**src/rtl/ppfd_pkg.sv**
```systemverilog
package ppfd_pkg;

  localparam int unsigned PP_DW = 8;
  localparam int unsigned PP_AW = 2;

  typedef enum logic [1:0] {
    PM_NORMAL = 2'b00,
    PM_ONE    = 2'b01,
    PM_TWO    = 2'b10,
    PM_RSVD   = 2'b11
  } pmode_e;

  typedef enum logic [PP_AW-1:0] {
    RA_DATA  = 2'd0,
    RA_STAT  = 2'd1,
    RA_CTRL  = 2'd2,
    RA_SPARE = 2'd3
  } preg_e;

  // Fixed "no cable" readback images
  localparam logic [PP_DW-1:0] CTRL_IMAGE  = 8'h04;
  localparam logic [PP_DW-1:0] STAT_IMAGE  = 8'h48;
  localparam logic [PP_DW-1:0] SPARE_IMAGE = 8'h00;

  function automatic logic mode_is_floppy(input pmode_e m);
    return (m == PM_ONE) || (m == PM_TWO);
  endfunction

  function automatic logic drive_on_port(input pmode_e m, input logic [1:0] ds);
    logic hit;
    unique case (m)
      PM_ONE:  hit = (ds == 2'd1);
      PM_TWO:  hit = (ds == 2'd0) || (ds == 2'd1);
      default: hit = 1'b0;
    endcase
    return hit;
  endfunction

endpackage

```
**src/rtl/ppfd_rst_sync.sv**
```systemverilog
module ppfd_rst_sync #(
  parameter int unsigned STAGES = 2
) (
  input  logic clk,
  input  logic rst_n,
  output logic rst_sync_n
);

  logic [STAGES-1:0] sync_q;
  logic [STAGES-1:0] sync_d;

  always_comb begin
    sync_d = {sync_q[STAGES-2:0], 1'b1};
  end

  always_ff @(posedge clk or negedge rst_n) begin
    if (!rst_n) begin
      sync_q <= '0;
    end else begin
      sync_q <= sync_d;
    end
  end

  assign rst_sync_n = sync_q[STAGES-1];

endmodule

```
**src/rtl/ppfd_mode_reg.sv**
```systemverilog
module ppfd_mode_reg
  import ppfd_pkg::*;
#(
  parameter int unsigned     IDX_W   = 8,
  parameter logic [IDX_W-1:0] CFG_IDX = 8'hF1
) (
  input  logic             clk,
  input  logic             rst_n,
  input  logic             cfg_wr,
  input  logic [IDX_W-1:0] cfg_idx,
  input  logic [1:0]       cfg_field,
  output pmode_e           mode_o,
  output logic             floppy_o
);

  pmode_e mode_q;
  pmode_e mode_d;
  logic   mode_en;

  always_comb begin
    mode_en = cfg_wr && (cfg_idx == CFG_IDX);
    mode_d  = mode_q;
    if (mode_en) begin
      mode_d = pmode_e'(cfg_field);
    end
  end

  always_ff @(posedge clk or negedge rst_n) begin
    if (!rst_n) begin
      mode_q <= PM_NORMAL;
    end else if (mode_en) begin
      mode_q <= mode_d;
    end
  end

  assign mode_o   = mode_q;
  assign floppy_o = mode_is_floppy(mode_q);

endmodule

```
**src/rtl/ppfd_readback.sv**
```systemverilog
module ppfd_readback
  import ppfd_pkg::*;
#(
  parameter int unsigned DW = PP_DW,
  parameter int unsigned AW = PP_AW
) (
  input  logic          clk,
  input  logic          rst_n,
  input  logic          floppy_i,
  input  logic          host_rd,
  input  logic          host_wr,
  input  logic [AW-1:0] host_addr,
  input  logic [DW-1:0] host_wdata,
  input  logic [DW-1:0] core_rdata,
  output logic [DW-1:0] host_rdata,
  output logic          core_rd,
  output logic          core_wr
);

  logic [DW-1:0] echo_q;
  logic [DW-1:0] echo_d;
  logic          echo_en;
  logic [DW-1:0] rdat_q;
  logic [DW-1:0] rdat_d;
  logic          rdat_en;
  logic [DW-1:0] fake_val;

  // Echo register captures every data-register write
  always_comb begin
    echo_en = host_wr && (host_addr == RA_DATA);
    echo_d  = echo_q;
    if (echo_en) begin
      echo_d = host_wdata;
    end
  end

  // Substitute image selected by address while in floppy mode
  always_comb begin
    unique case (preg_e'(host_addr))
      RA_DATA:  fake_val = echo_q;
      RA_STAT:  fake_val = STAT_IMAGE;
      RA_CTRL:  fake_val = CTRL_IMAGE;
      default:  fake_val = SPARE_IMAGE;
    endcase
  end

  always_comb begin
    rdat_en = host_rd;
    rdat_d  = rdat_q;
    if (rdat_en) begin
      rdat_d = floppy_i ? fake_val : core_rdata;
    end
  end

  always_ff @(posedge clk or negedge rst_n) begin
    if (!rst_n) begin
      echo_q <= '0;
      rdat_q <= '0;
    end else begin
      if (echo_en) begin
        echo_q <= echo_d;
      end
      if (rdat_en) begin
        rdat_q <= rdat_d;
      end
    end
  end

  assign host_rdata = rdat_q;
  assign core_rd    = host_rd && !floppy_i;
  assign core_wr    = host_wr && !floppy_i;

endmodule

```
**src/rtl/ppfd_route.sv**
```systemverilog
module ppfd_route
  import ppfd_pkg::*;
#(
  parameter int unsigned PP_PINS   = 17,
  parameter int unsigned FDC_OUT_W = 10,
  parameter int unsigned FDC_IN_W  = 5
) (
  input  pmode_e               mode_i,
  input  logic [1:0]           fdc_ds,
  input  logic [PP_PINS-1:0]   core_pin_o,
  input  logic [PP_PINS-1:0]   core_pin_oe,
  input  logic [PP_PINS-1:0]   pp_pin_i,
  input  logic [FDC_OUT_W-1:0] fdc_out,
  input  logic [FDC_IN_W-1:0]  fdc_pin_i,
  output logic [PP_PINS-1:0]   pp_pin_o,
  output logic [PP_PINS-1:0]   pp_pin_oe,
  output logic [FDC_IN_W-1:0]  fdc_in,
  output logic [FDC_OUT_W-1:0] fdc_pin_o,
  output logic [FDC_OUT_W-1:0] fdc_pin_oe,
  output logic                 routed_o
);

  localparam int unsigned IN_LO = FDC_OUT_W;

  logic floppy;
  logic routed;

  assign floppy   = mode_is_floppy(mode_i);
  assign routed   = drive_on_port(mode_i, fdc_ds);
  assign routed_o = routed;

  for (genvar p = 0; p < PP_PINS; p++) begin : g_pin
    if (p < FDC_OUT_W) begin : g_fout
      // Floppy output carried on this port pin
      always_comb begin
        if (floppy) begin
          pp_pin_o[p]  = fdc_out[p];
          pp_pin_oe[p] = routed;
        end else begin
          pp_pin_o[p]  = core_pin_o[p];
          pp_pin_oe[p] = core_pin_oe[p];
        end
      end
    end else begin : g_fin
      // Floppy input or unused pin: receive only in floppy mode
      always_comb begin
        if (floppy) begin
          pp_pin_o[p]  = 1'b0;
          pp_pin_oe[p] = 1'b0;
        end else begin
          pp_pin_o[p]  = core_pin_o[p];
          pp_pin_oe[p] = core_pin_oe[p];
        end
      end
    end
  end

  for (genvar k = 0; k < FDC_IN_W; k++) begin : g_fdc_in
    assign fdc_in[k] = routed ? pp_pin_i[IN_LO + k] : fdc_pin_i[k];
  end

  for (genvar n = 0; n < FDC_OUT_W; n++) begin : g_native
    assign fdc_pin_o[n]  = fdc_out[n];
    assign fdc_pin_oe[n] = !routed;
  end

endmodule

```
**src/rtl/ppfd_mux.sv**
```systemverilog
module ppfd_mux
  import ppfd_pkg::*;
#(
  parameter int unsigned      PP_PINS   = 17,
  parameter int unsigned      FDC_OUT_W = 10,
  parameter int unsigned      FDC_IN_W  = 5,
  parameter int unsigned      IDX_W     = 8,
  parameter logic [IDX_W-1:0] CFG_IDX   = 8'hF1
) (
  input  logic                 clk,
  input  logic                 rst_n,
  input  logic                 cfg_wr,
  input  logic [IDX_W-1:0]     cfg_idx,
  input  logic [7:0]           cfg_wdata,
  input  logic                 host_rd,
  input  logic                 host_wr,
  input  logic [1:0]           host_addr,
  input  logic [7:0]           host_wdata,
  output logic [7:0]           host_rdata,
  output logic                 core_rd,
  output logic                 core_wr,
  input  logic [7:0]           core_rdata,
  input  logic [PP_PINS-1:0]   core_pin_o,
  input  logic [PP_PINS-1:0]   core_pin_oe,
  output logic [PP_PINS-1:0]   pp_pin_o,
  output logic [PP_PINS-1:0]   pp_pin_oe,
  input  logic [PP_PINS-1:0]   pp_pin_i,
  input  logic [1:0]           fdc_ds,
  input  logic [FDC_OUT_W-1:0] fdc_out,
  output logic [FDC_IN_W-1:0]  fdc_in,
  output logic [FDC_OUT_W-1:0] fdc_pin_o,
  output logic [FDC_OUT_W-1:0] fdc_pin_oe,
  input  logic [FDC_IN_W-1:0]  fdc_pin_i
);

  logic   rst_sync_n;
  pmode_e mode_q;
  logic   floppy;
  logic   routed;

  ppfd_rst_sync #(.STAGES(2)) u_rst (
    .clk        (clk),
    .rst_n      (rst_n),
    .rst_sync_n (rst_sync_n)
  );

  ppfd_mode_reg #(.IDX_W(IDX_W), .CFG_IDX(CFG_IDX)) u_mode (
    .clk       (clk),
    .rst_n     (rst_sync_n),
    .cfg_wr    (cfg_wr),
    .cfg_idx   (cfg_idx),
    .cfg_field (cfg_wdata[1:0]),
    .mode_o    (mode_q),
    .floppy_o  (floppy)
  );

  ppfd_readback #(.DW(PP_DW), .AW(PP_AW)) u_rdbk (
    .clk        (clk),
    .rst_n      (rst_sync_n),
    .floppy_i   (floppy),
    .host_rd    (host_rd),
    .host_wr    (host_wr),
    .host_addr  (host_addr),
    .host_wdata (host_wdata),
    .core_rdata (core_rdata),
    .host_rdata (host_rdata),
    .core_rd    (core_rd),
    .core_wr    (core_wr)
  );

  ppfd_route #(
    .PP_PINS   (PP_PINS),
    .FDC_OUT_W (FDC_OUT_W),
    .FDC_IN_W  (FDC_IN_W)
  ) u_route (
    .mode_i      (mode_q),
    .fdc_ds      (fdc_ds),
    .core_pin_o  (core_pin_o),
    .core_pin_oe (core_pin_oe),
    .pp_pin_i    (pp_pin_i),
    .fdc_out     (fdc_out),
    .fdc_pin_i   (fdc_pin_i),
    .pp_pin_o    (pp_pin_o),
    .pp_pin_oe   (pp_pin_oe),
    .fdc_in      (fdc_in),
    .fdc_pin_o   (fdc_pin_o),
    .fdc_pin_oe  (fdc_pin_oe),
    .routed_o    (routed)
  );

endmodule

```
**config.mk**
```make
export PLATFORM = sky130hd
export DESIGN_NAME = ppfd_mux
export DESIGN_NICKNAME = d
export VERILOG_FILES = /design/src/rtl/ppfd_pkg.sv /design/src/rtl/ppfd_rst_sync.sv /design/src/rtl/ppfd_mode_reg.sv /design/src/rtl/ppfd_readback.sv /design/src/rtl/ppfd_route.sv /design/src/rtl/ppfd_mux.sv
export SDC_FILE = /design/constraint.sdc
export NUM_CORES = 1
export LEC_CHECK = 0
export ABC_AREA = 1
export BUFFER_PORTS_ARGS = -buffer_cell sky130_fd_sc_hd__buf_2
export CORE_MARGIN = 8
export CORE_UTILIZATION = 30
export DETAILED_ROUTE_END_ITERATION = 12
export PLACE_DENSITY_LB_ADDON = 0.15
export REMOVE_ABC_BUFFERS = 1
export SLEW_MARGIN = 25
export SYNTH_ARGS = -nofsm -noshare
export SYNTH_HDL_FRONTEND = slang
export SYNTH_SLANG_ARGS = --single-unit
```
**constraint.sdc**
```tcl
create_clock -name clk -period 1.4 [get_ports clk]
set_clock_uncertainty 0.05 [all_clocks]
set_input_delay 0.07 -clock clk [delete_from_list [all_inputs] [get_ports clk]]
set_output_delay 0.07 -clock clk [all_outputs]
set_load 0.1 [all_outputs]
```
==> impl_summary.md, run 1 <==
Yosys
In this run, distinct cell masters in the synthesized netlist total 22. The combined area of all synthesized cells is 1510 µm². By area the synthesized netlist is led by sky130_fd_sc_hd__dfrtp_1 (33%), sky130_fd_sc_hd__nand2_1 (29%), sky130_fd_sc_hd__buf_4 (10%), sky130_fd_sc_hd__nand3_1 (8.0%), sky130_fd_sc_hd__inv_1 (5.5%). The area fraction of the dominant cell type after synthesis is 33.1%. The synthesized design contains 20 register bits.

The count of synthesis-stage warnings from yosys is 0. The synthesized design spends more area on one cell type than any other, namely sky130_fd_sc_hd__dfrtp_1. In the synthesized netlist, the number of instances is 235. Averaged over all synthesized cells, the footprint is 6.43 µm². The share of the yosys chip area belonging to registers is 33.1%.

Place
The number of placed instances, taps included is 449. Detailed placement ended at an HPWL of 5.92 mm. The instance area after placement is 3100 µm². During placement, the flow inserted port buffers numbering 157.

The congestion estimate from routability-driven global placement came to 0.838.

Setup path
The path depth of the worst reg2reg path is 9. The worst register-to-register path begins at u_mode.mode_o[1]. In this run the critical register-to-register path is captured at u_rdbk.host_rdata[0]. STA classifies the critical path startpoint as a flop. The critical path goes through buf_4 -> ha_4 -> nor2_4 -> buf_4 -> nand3_1 -> nand2_4 -> buf_12. The cell that appears most often on the critical path is sky130_fd_sc_hd__buf_4. The largest stage delay on the critical path is 390 ps. The required time of the critical path is 1280 ps. The critical-path maximum fanout is 5. For flop-to-flop paths, the worst setup slack is -300 ps. The standard cell with the maximum stage delay on the critical path is sky130_fd_sc_hd__dfrtp_1. The worst setup path is of the flop to primary output kind. STA classifies the critical path endpoint as a primary output.

The critical path arrival is 1760 ps.

Detailed routing
After detailed routing, the number of vias per cell comes to 4.38. The post-route DRC violation count is 0. The number of DRC markers in iteration 0 is 30. For this block, the routed nets add up to 7.80 mm of wire.

The detailed-routing iteration count for the pre-antenna-repair pass is 4. For this block, the via count after detailed routing is 2067. The wire length per cell after detailed routing is 16.5 µm. The detail route stage leaves a number of antenna-violating nets equal to 0.

GRT
The initial antenna violation count is 0. The total global-route track usage is 19.5%. The global-route wire length before repair is 11.5 mm. The number of global-route vias before repair is 2173. The overflow left after global routing is 0. Entering global routing, the biggest net connects 14 pins.

STA
Setup repair after global routing could not meet its margin everywhere. The maximum clock rate is 532 MHz. The final worst slack is -480 ps. The setup violation total in the final timing report is 59.

The post-route setup TNS is -22320 ps. The count of pins over their slew limit is 0. The worst path uses 134% of the clock period.

The final hold violation count is 0. The clock period minus worst slack is 1880 ps. The transition at the pin with the smallest max-transition slack is 522 ps. The worst pin sits at a relative slew slack of 65.5%.

Final hold analysis gives a worst-case slack of 3.94 ps.

Clock network
The clock net in this run drives a total of 20 sinks. The clock buffer count from CTS is 3. TritonCTS built the clock tree. The clock root buffer is sky130_fd_sc_hd__clkbuf_8. The number of H-tree levels is 1.

After clock tree synthesis, the clock-pin slew on the worst setup and hold paths is 70 ps. The maximum clock insertion buffer count is 2. The source-to-sink clock delay at the later pin of the worst-skew pair is 260 ps.

Pwr
VDD sags by at most 816 µV. For this design the ratio of total power to cell area is 943 nW/µm². The static leakage power is 2.05 nW.

Layout
At the end of the flow, the number of nets in the layout was 512. The post-route netlist has 63.9% of its cells at a drive strength greater than 1. The number of fill cells is 349. With fillers left out, the area of the finished cells amounts to 3740 µm². The core utilization of the finished layout is 75.2%. The number of antenna diodes in the final layout is 0. Excluding fillers, the count of instances in the completed layout stands at 472. Compared with the post-synthesis result, the final layout area differs by 148%.

Min path
The path with the worst hold slack has its endpoint at u_rdbk.echo_q[6]. Counting instances, the worst hold path has a depth of 3. The class of the tightest hold or removal check is primary input to flop. The startpoint identified for the worst hold timing path is host_wdata[6].

Floorplan
In this run the core area contains 26 standard-cell rows. The floorplan die height is 87.0 µm. Measured along the x axis, the die boundary spans 87.0 µm. The floorplan die area is 7560 µm². For this configuration, the core starts out at a cell density of 30.3%. The floorplan step defined a core boundary enclosing 4980 µm².

Pin placement for this block handled 176 I/O pins.

Status
The final reports fail on negative setup slack. The run finished, with violations left.

Job
Max-cap violations in this run came to 0.
per-layer routing:
layer / GRT usage, % / part of all wire, %
met5: 0 / 0
met4: 7.36 / 2.8
met3: 6.04 / 8.3
met2: 36.8 / 54
met1: 19.4 / 35
worst max-delay path: cells and delay by family (launching register included):
family	cells	cell delay (ps)
flops	1	390
buf+inv	3	490
fa+ha+maj	1	230
simple gates	3	380
cell type report:
type	instances	area [µm²]	area share (%)
multi-input combinational	164	956	25.5
timing repair buffer	189	2020	54.0
sequential	20	500	13.4
clock buffer	3	41.3	1.10
inverter	25	109	2.91
tap	70	87.6	2.34
clock inverter	1	30.0	0.802
synthesized netlist by cell type, drive strengths merged:
library cell,number
nand3,24
inv,25
o21ai,2
nand2,121
nor2,7
or2,2
dfrtp,20
o211ai,2
conb,1
a21o,1
ha,2
buf,26
nand4,2
stage by stage:
stage / setup slack (ps) / power, mW
after global routing: -548 / 3.66
after floorplan: -5880 / 1.87
after CTS: -448 / 3.52
after detailed placement: -211 / 2.76
final: -480 / 3.53
after global placement: -154 / 2.74
cells by family after synthesis:
family	count (synthesis)	synth area share (%)
simple gates	156	43.1
buf+inv	51	19.5
flops	20	33.1
compound gates	5	2.40
fa+ha+maj	2	1.66
other cells	1	0.248
report_power, final:
group          internal [mW]  switching [mW]  total (mW)  leakage, nW
logic                  0.765            1.52        2.29         1.77
clock network          0.381           0.185       0.566       0.0357
registers              0.642          0.0394       0.681        0.247
total                   1.79            1.75        3.53         2.05
cells in the final DEF, fill, tap and decap left out, drive strengths merged:
cell,count
nand4,2
nor2,7
a21o,1
clkbuf,3
ha,2
nand3,24
inv,25
o21ai,2
nand2,121
buf,179
dlygate4sd3,10
or2,2
dfrtp,20
bufinv,1
o211ai,2
conb,1
worst max path at each step:
stage	startpoint	to	slack [ps]	cells after the start
after floorplan	u_mode.mode_o[0]	pp_pin_oe[0]	-5880	5
after global placement	u_mode.mode_o[0]	fdc_in[0]	-150	8
after detailed placement	u_mode.mode_o[0]	fdc_in[3]	-210	8
after CTS	u_mode.mode_o[1]	fdc_in[1]	-450	8
after global routing	u_mode.mode_o[1]	fdc_in[4]	-550	7
final	u_mode.mode_o[1]	fdc_in[4]	-480	7
repair_timing:
action                     CTS  global route
cloned                       4             0
hold buffers                10             0
setup endpoints to repair   59            59
pin swaps                   10             3
setup buffers                6             1
resized for setup           89            23
hold endpoints to repair    11             0
registers in the layout, indices dropped and copies added, names as in the netlist:
signal,count
u_mode.mode_o,2
u_rdbk.host_rdata,8
u_rst.sync_q,2
u_rdbk.echo_q,8
Power figures use the tool's default switching activity.
==> inputs of run 2 (changes only) <==
--- a/config.mk
+++ b/config.mk
@@ -8,11 +8,14 @@
 export ABC_AREA = 1
 export BUFFER_PORTS_ARGS = -buffer_cell sky130_fd_sc_hd__buf_2
 export CORE_MARGIN = 8
-export CORE_UTILIZATION = 30
+export CORE_UTILIZATION = 31
+export CTS_CLUSTER_SIZE = 20
 export DETAILED_ROUTE_END_ITERATION = 12
+export HOLD_SLACK_MARGIN = 0.05
 export PLACE_DENSITY_LB_ADDON = 0.15
 export REMOVE_ABC_BUFFERS = 1
 export SLEW_MARGIN = 25
 export SYNTH_ARGS = -nofsm -noshare
 export SYNTH_HDL_FRONTEND = slang
+export SYNTH_HIERARCHICAL = 1
 export SYNTH_SLANG_ARGS = --single-unit
==> impl_summary.md, run 2 <==
Yosys
The count of synthesis-stage warnings from yosys is 6 (was 0). The combined area of all synthesized cells is 1610 µm² (was 1510 µm²). The mean post-synth cell area is 6.35 µm² (was 6.43 µm²). The synthesized netlist cell count is 253 (was 235).

Setup path
The critical path endpoint is fdc_in[0] (was fdc_in[4]). The worst-case register-to-register setup slack is 50 ps (was -300 ps). The path depth of the worst reg2reg path is 6 (was 9). The path type of the worst setup path is flop to primary output (unchanged).

The kind of start point of the critical path is a flop (unchanged). The type of destination of the critical path is a primary output (unchanged). The critical-path maximum fanout is 4 (was 5). The first element of the critical path is u_mode/mode_o[0] (was u_mode.mode_o[1]). The required time of the critical path was 1280 ps (about the same).

The worst reg2reg path endpoint is u_rdbk/host_rdata[0] (was u_rdbk.host_rdata[0]). The critical path arrival is 1720 ps (was 1760 ps). The startpoint of the worst register-to-register path is u_mode/mode_o[1] (was u_mode.mode_o[1]).

Floorplan
The top-level I/O count is 176 (unchanged). The initial standard-cell utilization of the core came to 31.8% (was 30.3%). The floorplan die height is 88.0 µm (was 87.0 µm). The horizontal die dimension is 88.0 µm (was 87.0 µm).

The total core area is 5040 µm² (was 4980 µm²). The site row count was 26 (unchanged). The floorplan die area came to 7740 µm² (was 7560 µm²).

GRT
The maximum number of pins on one net before global-route repair is 34 (was 14). The initial antenna violation count is 1 (was 0). The overflow left after global routing is 0 (unchanged). The global-route wire length before repair is 10.4 mm (was 11.5 mm). The number of global-route vias before repair is 2011 (was 2173). The total global-route track usage is 17.4% (was 19.5%).

Pwr
The total power draw is 3.29 mW (was 3.53 mW). The worst voltage drop across the vdd grid was 648 µV (was 816 µV). The static leakage power was 1.98 nW (was 2.05 nW). The power per cell area is 936 nW/µm² (was 943 nW/µm²).

Detailed routing
The detailed-routing iteration count for the pre-antenna-repair pass is 4 (unchanged). The post-route antenna net violation count is 0 (unchanged). The vias per cell came to 4.30 (was 4.38). The number of DRC markers in iteration 0 came to 55 (was 30). The post-route DRC violation count is 0 (unchanged). The wire length per cell after detailed routing came to 14.6 µm (was 16.5 µm). The detailed-route via count was 2082 (was 2067). The total detailed-routing wirelength came to 7.05 mm (was 7.80 mm).

Layout
The final instance count without filler cells is 484 (was 472). The multi-input combinational cell area came to 930 µm² (was 956 µm²). The total area of sequential cells is 500 µm² (unchanged). Most used cells in the layout excluding fill and tap cells: sky130_fd_sc_hd__buf_2 (106), sky130_fd_sc_hd__nand2_1 (99), sky130_fd_sc_hd__buf_12 (53) (was sky130_fd_sc_hd__buf_2 (106), sky130_fd_sc_hd__nand2_1 (76), sky130_fd_sc_hd__buf_12 (49)). The number of fill cells is 401 (was 349). The layout net count was 523 (was 512). The most common cell after layout, fill and taps aside was sky130_fd_sc_hd__buf_2 (unchanged). The share of final-layout standard cells stronger than drive strength 1 is 56.7% (was 63.9%). The layout-stage area growth over the synthesis result is 119% (was 148%). The core utilization of the finished layout is 69.8% (was 75.2%).

STA
The maximum clock rate is 545 MHz (was 532 MHz). The final hold violation count is 0 (unchanged). The max-slew headroom at the worst pin is 66.1% (was 65.5%). The setup violation total in the final timing report is 51 (was 59). The final worst slack came to -436 ps (was -480 ps). The clock period minus worst slack is 1840 ps (was 1880 ps).

The share of the cycle needed by the critical path after routing is 131% (was 134%). The count of pins over their slew limit is 0 (unchanged). The transition at the pin with the smallest max-transition slack came to 512 ps (was 522 ps).

The post-route setup TNS is -17560 ps (was -22320 ps). Unrepaired setup endpoints after global routing: true (unchanged).

Clock network
The number of H-tree levels came to 1 (unchanged). The total clock sinks is 20 (unchanged). The TritonCTS clock tree is built (unchanged). The clock buffer count from CTS is 3 (unchanged). The source-to-sink clock delay at the later pin of the worst-skew pair is 250 ps (was 260 ps).

The clock root buffer was sky130_fd_sc_hd__clkbuf_8 (unchanged). The clock-pin slew on the worst setup and hold paths is 70 ps (about the same). The maximum clock insertion buffer count came to 2 (unchanged).

Place
The detailed placement HPWL is 5.89 mm (was 5.92 mm). The number of placed instances, taps included is 465 (was 449). The last weighted congestion value of the routability-driven placer is 0.860 (was 0.838). The worst slack at placement is -156 ps (was -211 ps). The number of buffer cells added on primary ports is 157 (unchanged).

Job
The count of max-cap constraint violations is 0 (unchanged).

Status
Violated checks: negative setup slack (unchanged). Outcome: complete, but fails checks (unchanged).

Min path
The class of the tightest hold or removal check was primary input to flop (unchanged). The startpoint of the most critical hold path is cfg_idx[1] (was host_wdata[6]).
[run 2: cell count changes in the layout (fill, tap and decap cells not counted), sizes merged]
| cell | before | now |
|---|---|---|
| o21ai | 2 | 0 |
| diode | 0 | 1 |
| nand3 | 24 | 30 |
| or2 | 2 | 0 |
| clkbuf | 3 | 4 |
| dlygate4sd3 | 10 | 11 |
| a21o | 1 | 0 |
| clkinv | 0 | 9 |
| nor2 | 7 | 9 |
| xor2 | 0 | 1 |
| buf | 179 | 170 |
| bufinv | 1 | 0 |
| nand2 | 121 | 129 |
| o211ai | 2 | 0 |
[run 2: area by class of cell]
type                    count  share of cell area [%]
well taps                  70                    2.49
multi-input cells         174                    26.4
repair buffers            181                    51.4
inverters                  34                    3.84
clock buffers               4                    1.57
diodes                      1                  0.0711
flip-flops and latches     20                    14.2
[run 2: routing by layer]
layer  global-route usage [%]  part of all wire [%]  vias up  routed length, µm
li1                         -                     -     1057                  -
met3                     3.19                   6.9       10                483
met2                     33.9                    54       87               3770
met5                        0                     0        -                  0
met4                     7.50                   2.4        0                171
met1                     17.4                    37      928               2620
[run 2: worst max-delay path, stage by stage (launching register included)]
cell	delay, ps
sky130_fd_sc_hd__dfrtp_1	350
sky130_fd_sc_hd__inv_1	50
sky130_fd_sc_hd__ha_1	290
sky130_fd_sc_hd__buf_6	140
sky130_fd_sc_hd__nor2_8	150
sky130_fd_sc_hd__buf_6	150
sky130_fd_sc_hd__nand3_2	60
sky130_fd_sc_hd__nand2_2	90
sky130_fd_sc_hd__buf_12	170
[run 2: how the worst min path moves through the flow]
stage	slack [ps]	cells past startpoint	end
after floorplan	-280	0	u_rst/sync_q[0]
after global placement	-190	1	u_rst/sync_q[0]
after detailed placement	-190	1	u_rst/sync_q[0]
after CTS	60	2	u_rst/sync_q[0]
after global routing	70	4	u_mode/mode_o[0]
final	60	4	u_mode/mode_o[0]
[run 2: report_power, final]
| part | leakage [nW] | switching, mW | total, mW | internal, mW |
|---|---|---|---|---|
| clock | 0.0288 | 0.180 | 0.430 | 0.250 |
| combinational | 1.71 | 1.49 | 2.19 | 0.692 |
| sequential | 0.248 | 0.0354 | 0.676 | 0.641 |
| total | 1.98 | 1.71 | 3.29 | 1.58 |
[run 2: metrics by stage]
step,hold WS (ps),area (µm²)
4_1_cts,59.4,3420
6_report,64.6,3520
5_1_grt,66.6,3520
3_5_place_dp,-194,3160
2_1_floorplan,-276,1410
3_3_place_gp,-194,3160
[run 2: timing repair]
action,4_1_cts,5_1_grt
pin swaps,9,13
setup endpoints to repair,59,59
hold buffers,11,0
hold endpoints to repair,12,0
gates cloned,0,1
resized for setup,41,21
setup buffers,1,1
